`config.mk`:
```
export PLATFORM = sky130hd
export DESIGN_NAME = mesh_xy_router
export DESIGN_NICKNAME = d
export VERILOG_FILES = /design/src/rtl/rt_pkg.sv /design/src/rtl/rt_fifo.sv /design/src/rtl/rt_xy_route.sv /design/src/rtl/rt_rr_arb.sv /design/src/rtl/mesh_xy_router.sv
export SDC_FILE = /design/constraint.sdc
export NUM_CORES = 1
export LEC_CHECK = 0
export ABC_AREA = 0
export ABC_CLOCK_PERIOD_IN_PS = 6400
export BUFFER_PORTS_ARGS = -buffer_cell sky130_fd_sc_hd__buf_2
export CAP_MARGIN = 10
export CORE_MARGIN = 1
export CORE_UTILIZATION = 50
export DETAILED_ROUTE_END_ITERATION = 6
export GPL_ROUTABILITY_DRIVEN = 0
export GPL_TIMING_DRIVEN = 1
export PLACE_DENSITY_LB_ADDON = 0.05
export SLEW_MARGIN = 0
export SYNTH_ARGS = -nofsm -noshare
export SYNTH_HDL_FRONTEND = slang
export SYNTH_SLANG_ARGS = --single-unit
```
`constraint.sdc`:
```
create_clock -name clk -period 6.4 [get_ports clk]
set_clock_uncertainty 0.2 [all_clocks]
set_input_delay 0.64 -clock clk [delete_from_list [all_inputs] [get_ports clk]]
set_output_delay 0.64 -clock clk [all_outputs]
set_load 0.01 [all_outputs]
```
`src/rtl/rt_pkg.sv`:
```
package rt_pkg;
  localparam int NPORT  = 5;
  localparam int PIDX_W = 3;

  localparam logic [PIDX_W-1:0] PORT_LOCAL = 3'd0;
  localparam logic [PIDX_W-1:0] PORT_EAST  = 3'd1;
  localparam logic [PIDX_W-1:0] PORT_WEST  = 3'd2;
  localparam logic [PIDX_W-1:0] PORT_NORTH = 3'd3;
  localparam logic [PIDX_W-1:0] PORT_SOUTH = 3'd4;

  // kind field in the two top bits of every flit
  localparam logic [1:0] KIND_BODY = 2'b00;
  localparam logic [1:0] KIND_HEAD = 2'b01;
  localparam logic [1:0] KIND_TAIL = 2'b10;
  localparam logic [1:0] KIND_SOLO = 2'b11;
endpackage

```
`src/rtl/rt_fifo.sv`:
```
module rt_fifo #(
  parameter int WIDTH = 16,
  parameter int DEPTH = 4
) (
  input  logic             clk,
  input  logic             rst,
  input  logic             wr_en,
  input  logic [WIDTH-1:0] wr_data,
  input  logic             rd_en,
  output logic [WIDTH-1:0] rd_data,
  output logic             empty,
  output logic             full
);
  localparam int AW = (DEPTH > 1) ? $clog2(DEPTH) : 1;

  logic [WIDTH-1:0] store [DEPTH];
  logic [AW-1:0]    wr_ptr, rd_ptr;
  logic [AW:0]      fill;

  // storage has no reset so it can map onto RAM
  always_ff @(posedge clk) begin
    if (wr_en) store[wr_ptr] <= wr_data;
  end

  always_ff @(posedge clk) begin
    if (rst) begin
      wr_ptr <= '0;
      rd_ptr <= '0;
      fill   <= '0;
    end else begin
      if (wr_en) wr_ptr <= (wr_ptr == AW'(DEPTH-1)) ? '0 : wr_ptr + AW'(1);
      if (rd_en) rd_ptr <= (rd_ptr == AW'(DEPTH-1)) ? '0 : rd_ptr + AW'(1);
      case ({wr_en, rd_en})
        2'b10:   fill <= fill + (AW+1)'(1);
        2'b01:   fill <= fill - (AW+1)'(1);
        default: fill <= fill;
      endcase
    end
  end

  assign rd_data = store[rd_ptr];
  assign empty   = (fill == '0);
  assign full    = (fill == (AW+1)'(DEPTH));
endmodule

```
`src/rtl/rt_xy_route.sv`:
```
module rt_xy_route import rt_pkg::*; #(
  parameter int CRD_W = 2,
  parameter int MY_X  = 1,
  parameter int MY_Y  = 1
) (
  input  logic [2*CRD_W-1:0] dest,
  output logic [NPORT-1:0]   dir_oh
);
  localparam logic [CRD_W-1:0] HERE_X = CRD_W'(MY_X);
  localparam logic [CRD_W-1:0] HERE_Y = CRD_W'(MY_Y);

  logic [CRD_W-1:0] dx, dy;
  assign dx = dest[CRD_W-1:0];
  assign dy = dest[2*CRD_W-1:CRD_W];

  // X first, then Y; Y grows toward South
  always_comb begin
    dir_oh = '0;
    if (dx > HERE_X)      dir_oh[PORT_EAST]  = 1'b1;
    else if (dx < HERE_X) dir_oh[PORT_WEST]  = 1'b1;
    else if (dy > HERE_Y) dir_oh[PORT_SOUTH] = 1'b1;
    else if (dy < HERE_Y) dir_oh[PORT_NORTH] = 1'b1;
    else                  dir_oh[PORT_LOCAL] = 1'b1;
  end
endmodule

```
`src/rtl/rt_rr_arb.sv`:
```
module rt_rr_arb #(
  parameter int N = 5
) (
  input  logic                 clk,
  input  logic                 rst,
  input  logic [N-1:0]         req,
  input  logic                 take,
  output logic                 any,
  output logic [$clog2(N)-1:0] win
);
  localparam int IW = $clog2(N);

  logic [IW-1:0] ptr_q;

  always_comb begin
    int c;
    any = 1'b0;
    win = '0;
    for (int k = 0; k < N; k++) begin
      c = (int'(ptr_q) + k) % N;
      if (!any && req[c]) begin
        any = 1'b1;
        win = IW'(c);
      end
    end
  end

  // search starts one past the last winner
  always_ff @(posedge clk) begin
    if (rst) ptr_q <= '0;
    else if (take && any) ptr_q <= (win == IW'(N-1)) ? '0 : win + IW'(1);
  end
endmodule

```
`src/rtl/mesh_xy_router.sv`:
```
module mesh_xy_router import rt_pkg::*; #(
  parameter int FLIT_W    = 16,
  parameter int CRD_W     = 2,
  parameter int MY_X      = 1,
  parameter int MY_Y      = 1,
  parameter int BUF_DEPTH = 4
) (
  input  logic                    clk,
  input  logic                    rst,
  input  logic [NPORT-1:0]        in_valid,
  output logic [NPORT-1:0]        in_ready,
  input  logic [NPORT*FLIT_W-1:0] in_flit,
  output logic [NPORT-1:0]        out_valid,
  input  logic [NPORT-1:0]        out_ready,
  output logic [NPORT*FLIT_W-1:0] out_flit
);
  localparam int TAIL_BIT = FLIT_W - 1;
  localparam int HEAD_BIT = FLIT_W - 2;

  logic [FLIT_W-1:0] front   [NPORT];
  logic [NPORT-1:0]  f_empty, f_full, f_pop, f_push, busy_in;
  logic [NPORT-1:0]  dir_oh  [NPORT];
  logic [NPORT-1:0]  req_to  [NPORT];
  logic [NPORT-1:0]  arb_any, xfer;
  logic [PIDX_W-1:0] arb_win [NPORT];
  logic [NPORT-1:0]  lock_q;
  logic [PIDX_W-1:0] owner_q [NPORT];

  // input side: buffer and route unit per port
  for (genvar i = 0; i < NPORT; i++) begin : g_in
    assign in_ready[i] = !f_full[i];
    assign f_push[i]   = in_valid[i] && !f_full[i];

    rt_fifo #(.WIDTH(FLIT_W), .DEPTH(BUF_DEPTH)) u_buf (
      .clk     (clk),
      .rst     (rst),
      .wr_en   (f_push[i]),
      .wr_data (in_flit[i*FLIT_W +: FLIT_W]),
      .rd_en   (f_pop[i]),
      .rd_data (front[i]),
      .empty   (f_empty[i]),
      .full    (f_full[i])
    );

    rt_xy_route #(.CRD_W(CRD_W), .MY_X(MY_X), .MY_Y(MY_Y)) u_route (
      .dest   (front[i][2*CRD_W-1:0]),
      .dir_oh (dir_oh[i])
    );
  end

  // an input already holding an output does not request again
  always_comb begin
    busy_in = '0;
    for (int i = 0; i < NPORT; i++)
      for (int o = 0; o < NPORT; o++)
        if (lock_q[o] && owner_q[o] == PIDX_W'(i)) busy_in[i] = 1'b1;
  end

  always_comb begin
    for (int o = 0; o < NPORT; o++)
      for (int i = 0; i < NPORT; i++)
        req_to[o][i] = !f_empty[i] && front[i][HEAD_BIT] && !busy_in[i] && dir_oh[i][o];
  end

  // output side: arbiter, crossbar leg and ownership lock per port
  for (genvar o = 0; o < NPORT; o++) begin : g_out
    rt_rr_arb #(.N(NPORT)) u_arb (
      .clk  (clk),
      .rst  (rst),
      .req  (req_to[o]),
      .take (!lock_q[o]),
      .any  (arb_any[o]),
      .win  (arb_win[o])
    );

    assign out_valid[o] = lock_q[o] && !f_empty[owner_q[o]];
    assign out_flit[o*FLIT_W +: FLIT_W] = front[owner_q[o]];
    assign xfer[o] = out_valid[o] && out_ready[o];

    always_ff @(posedge clk) begin
      if (rst) begin
        lock_q[o]  <= 1'b0;
        owner_q[o] <= '0;
      end else if (lock_q[o]) begin
        if (xfer[o] && front[owner_q[o]][TAIL_BIT]) lock_q[o] <= 1'b0;
      end else if (arb_any[o]) begin
        lock_q[o]  <= 1'b1;
        owner_q[o] <= arb_win[o];
      end
    end
  end

  always_comb begin
    f_pop = '0;
    for (int i = 0; i < NPORT; i++)
      for (int o = 0; o < NPORT; o++)
        if (xfer[o] && owner_q[o] == PIDX_W'(i)) f_pop[i] = 1'b1;
  end
endmodule

```
==> flow_summary.toml <==
[grt]
grt_max_degree = 39
grt_pass1_vias = 19600
antenna_found_initial = 6
gr-total-overflow = 0
grt_pass1_wl_um = 116200
grt_use_total_pct = 28.46

[final_layout]
areaGrowthSynthToFinish_pct = 11.43
fin_area_mm2 = 0.02907
post-route-util_pct = 56.54
layout.nets = 2774
drive_above_1_share_pct = 19.18
final_cell_mix = "335 x edfxtp_1, 181 x buf_2, 161 x nand2_1, 154 x inv_1, 151 x nor2_1"
final_common_cell = "edfxtp_1"

[sta]
setup_viol = 0
slew_violations = 0
tns_ns = 0
worst_pin_slew_ns = 1.077
finalHoldViolCount = 0
layout_min_cycle_time_ns = 5.964
fin_crit_sh_pct = 93.18
slew_headroom_pct = 27.64
whs_ns = 0.09010
fmax_mhz = 167.7
rsz0062_at_grt = "false"

[placement]
port_buffers = 181
dpl_cell_area_mm2 = 0.02773
hpwl_um = 57070

[pwr]
swShare_pct = 43.17
clkPwrFrac_pct = 19.3
switching_power_uw = 5119
vdd_drop_max_mv = 0.2616
pwr_density_cell_mw_per_mm2 = 408.0
leakagePower_uw = 0.01092
p_seq_share_pct = 27.6
pwr-share-comb_pct = 53.1
p_int_uw = 6739

[setup_path]
r2r_start = "g_out[0].u_arb.ptr_q[1]"
slowest_stage = "dfxtp_2"
critPathKind = "reg -> reg"
path_cells = "clkinvlp_4 -> ha_1 -> xor2_1 -> ha_1 -> nor2_1 -> a21oi_1 -> xnor2_1 -> ha_1 -> inv_1 -> a211o_1 -> a311oi_1 -> nor3_1 -> or2_2 -> and2_1 -> o311a_1 -> mux2i_1 -> o221ai_1 -> inv_1 -> ha_1 -> or3_1 -> or4_1 -> o211ai_1"
required_ns = 6.68
crit_path_end_kind = "flop"
worstPathArrival_ns = 6.24
crit_path_frequent_cell = "ha_1"
startpoint = "g_out[0].u_arb.ptr_q[1]"
start_kind = "flop"
worst_path_largest_cell_delay_ns = 0.43
path_max_fanout = 9

[drt]
dr.pass1.iters = 6
drt_iter0_drc = 2135
routed_wl_um = 76270
drt-wirelength-per-cell_um = 23.47
vias_per_cell = 6.342
ant_nets = 0
dr_total_vias = 20610
drc = 0

[clocking]
clk_pin_slew_ns = 0.06
clock_latency_ns = 0.57
htreeDepth = 2
cts_buffer_depth = 3
cts-buffers-inserted = 41
cts-root-buf = "clkbuf_16"
cts.sinks = 400
cts_tree = "yes"

[synth]
synthFlopType = "edfxtp_1"
ys_ff_latch = 400
synthArstFlopShare_pct = 0
ys.warnings.count = 0
synth_nets = 2622
synthCells = 2382
yosysSeqAreaShare_pct = 43.55
syn_area_mm2 = 0.02609
synth_cell_types = 93
synth_edf_count = 335
syn_avg_cell_area_um2 = 10.95

[floorplan]
die_h_um = 230.4
ios = 182
die_w_um = 230.4
die_area_mm2 = 0.05309
num_rows = 83
fp.coreArea_mm2 = 0.05141
start_util_pct = 50.74

[hold_path]
min_from = "in_flit[20]"
hold_path_class = "in -> reg"

[job]
drv_cap = 0

[run_status]
status = "finished clean"
-- path summary, 6_finish.rpt --
kind | to | slack [ns] | cells after the start
setup / recovery | g_out[0].u_arb.ptr_q[2] | 0.44 | 22
hold / removal | g_in[1].u_buf.store[1][4] | 0.09 | 1
setup reg to reg | g_out[0].u_arb.ptr_q[2] | 0.44 | 22
hold reg to reg | g_in[2].u_buf.rd_ptr[0] | 0.30 | 2
-- metrics by stage --
step | total power, uW | worst slack, ns | cells
finish | 11860 | 0.4364 | 3250
floorplan | 7488 | 0.6391 | 2382
global route | 12500 | 0.04894 | 3247
detailed placement | 9436 | 0.1590 | 3168
CTS | 11760 | 0.1658 | 3242
global placement | 9309 | 0.4814 | 3168
-- worst max-delay path, delay by kind of cell (launching register included) --
family / cells / cell delay [ns]
buffers and inverters: 3 / 0.36
and+or+nand+nor: 6 / 1.60
muxes: 1 / 0.16
xor gates and xnor gates: 2 / 0.55
AOI/OAI and AO/OA: 6 / 1.55
DFF: 1 / 0.43
adders and majority gates: 4 / 1.04
-- synthesized netlist by cell type, types with 7 or more instances --
| master | count | area share [%] |
|---|---|---|
| a211o_1 | 11 | 0.37 |
| buf_1 | 27 | 0.39 |
| nor3_1 | 47 | 0.90 |
| o21a_1 | 19 | 0.55 |
| edfxtp_1 | 335 | 39 |
| o31ai_1 | 13 | 0.37 |
| and2_1 | 22 | 0.53 |
| o22ai_1 | 53 | 1.3 |
| nand4b_1 | 8 | 0.27 |
| or3_1 | 28 | 0.67 |
| nor4b_1 | 9 | 0.30 |
| a21oi_1 | 108 | 2.1 |
| mux4_2 | 108 | 9.3 |
| dfxtp_1 | 65 | 5.0 |
| a32oi_1 | 12 | 0.40 |
| and3b_1 | 7 | 0.24 |
| xor2_1 | 18 | 0.60 |
| a22oi_1 | 90 | 2.6 |
| clkbuf_1 | 93 | 1.3 |
| or2_2 | 7 | 0.17 |
| inv_1 | 155 | 2.2 |
| o211ai_1 | 11 | 0.32 |
| o32ai_1 | 7 | 0.24 |
| ha_1 | 142 | 6.8 |
| mux2_2 | 43 | 1.9 |
| nand3b_1 | 13 | 0.37 |
| nor3b_1 | 13 | 0.37 |
| nand2_1 | 161 | 2.3 |
| nand4_1 | 8 | 0.19 |
| mux2i_1 | 83 | 3.2 |
| and3_1 | 44 | 1.1 |
| nor2_1 | 151 | 2.2 |
| a211oi_1 | 16 | 0.46 |
| a21o_1 | 13 | 0.37 |
| o21ai_0 | 121 | 2.3 |
| nand2b_1 | 26 | 0.62 |
| nor2b_1 | 27 | 0.65 |
| nand3_1 | 45 | 0.86 |
| xnor2_1 | 41 | 1.4 |
| nor4_1 | 22 | 0.53 |
| a31oi_1 | 13 | 0.31 |
-- kinds of logic after synthesis --
logic type               count (synthesis)  synth area share, %
AND/OR/NAND/NOR                        675                13.59
AO/OA/AOI/OAI                          580                15.04
flip-flops                             400                43.55
XOR/XNOR                                59                1.981
multiplexers                           234                14.37
buffers and inverters                  286                4.197
adder cells (fa/ha/maj)                148                7.272
-- power groups by stage --
stage | combinational, uW | sequential (uW) | clock, uW
floorplan | 4240 | 3250 | 0
global placement | 6000 | 3310 | 0
detailed placement | 6120 | 3320 | 0
CTS | 6160 | 3270 | 2330
global route | 6770 | 3300 | 2420
finish | 6290 | 3270 | 2290
-- state kept, by name (all words and copies together), names as in the netlist, named ones only --
signal             cells
g_in.u_buf.fill       15
g_in.u_buf.rd_ptr     10
g_in.u_buf.store     320
g_in.u_buf.wr_ptr     10
g_out.u_arb.ptr_q     15
lock_q                 5
owner_q               15
-- final cells by class --
cell class / instances / area (um2)
Antenna cell: 5 / 12.51
Clock buffer: 49 / 1077
Clock inverter: 25 / 202.7
Fill cell: 4401 / 22340
Inverter: 159 / 600.6
Tap cell: 680 / 850.8
Sequential cell: 400 / 11360
Timing Repair Buffer: 236 / 1319
Multi-Input combinational cell: 1696 / 13640
-- routing by layer --
layer  routed length (um)  share of wire (%)  up-vias  GRT usage, %
li1                     -                  -     9473             -
met1                31290                 41    10080         37.80
met2                36360                 48      892         46.38
met3                 6171                8.1      164         5.879
met4                 2422                3.2        4         9.644
met5                   31              0.041        -             0
-- repair_timing --
action / in CTS / in global routing
hold buffers: 0 / 0
buffers inserted: 0 / 3
resized for setup: 0 / 5
endpoints found under the setup margin: 0 / 7
Note: power is estimated with default switching activity, not from simulation.
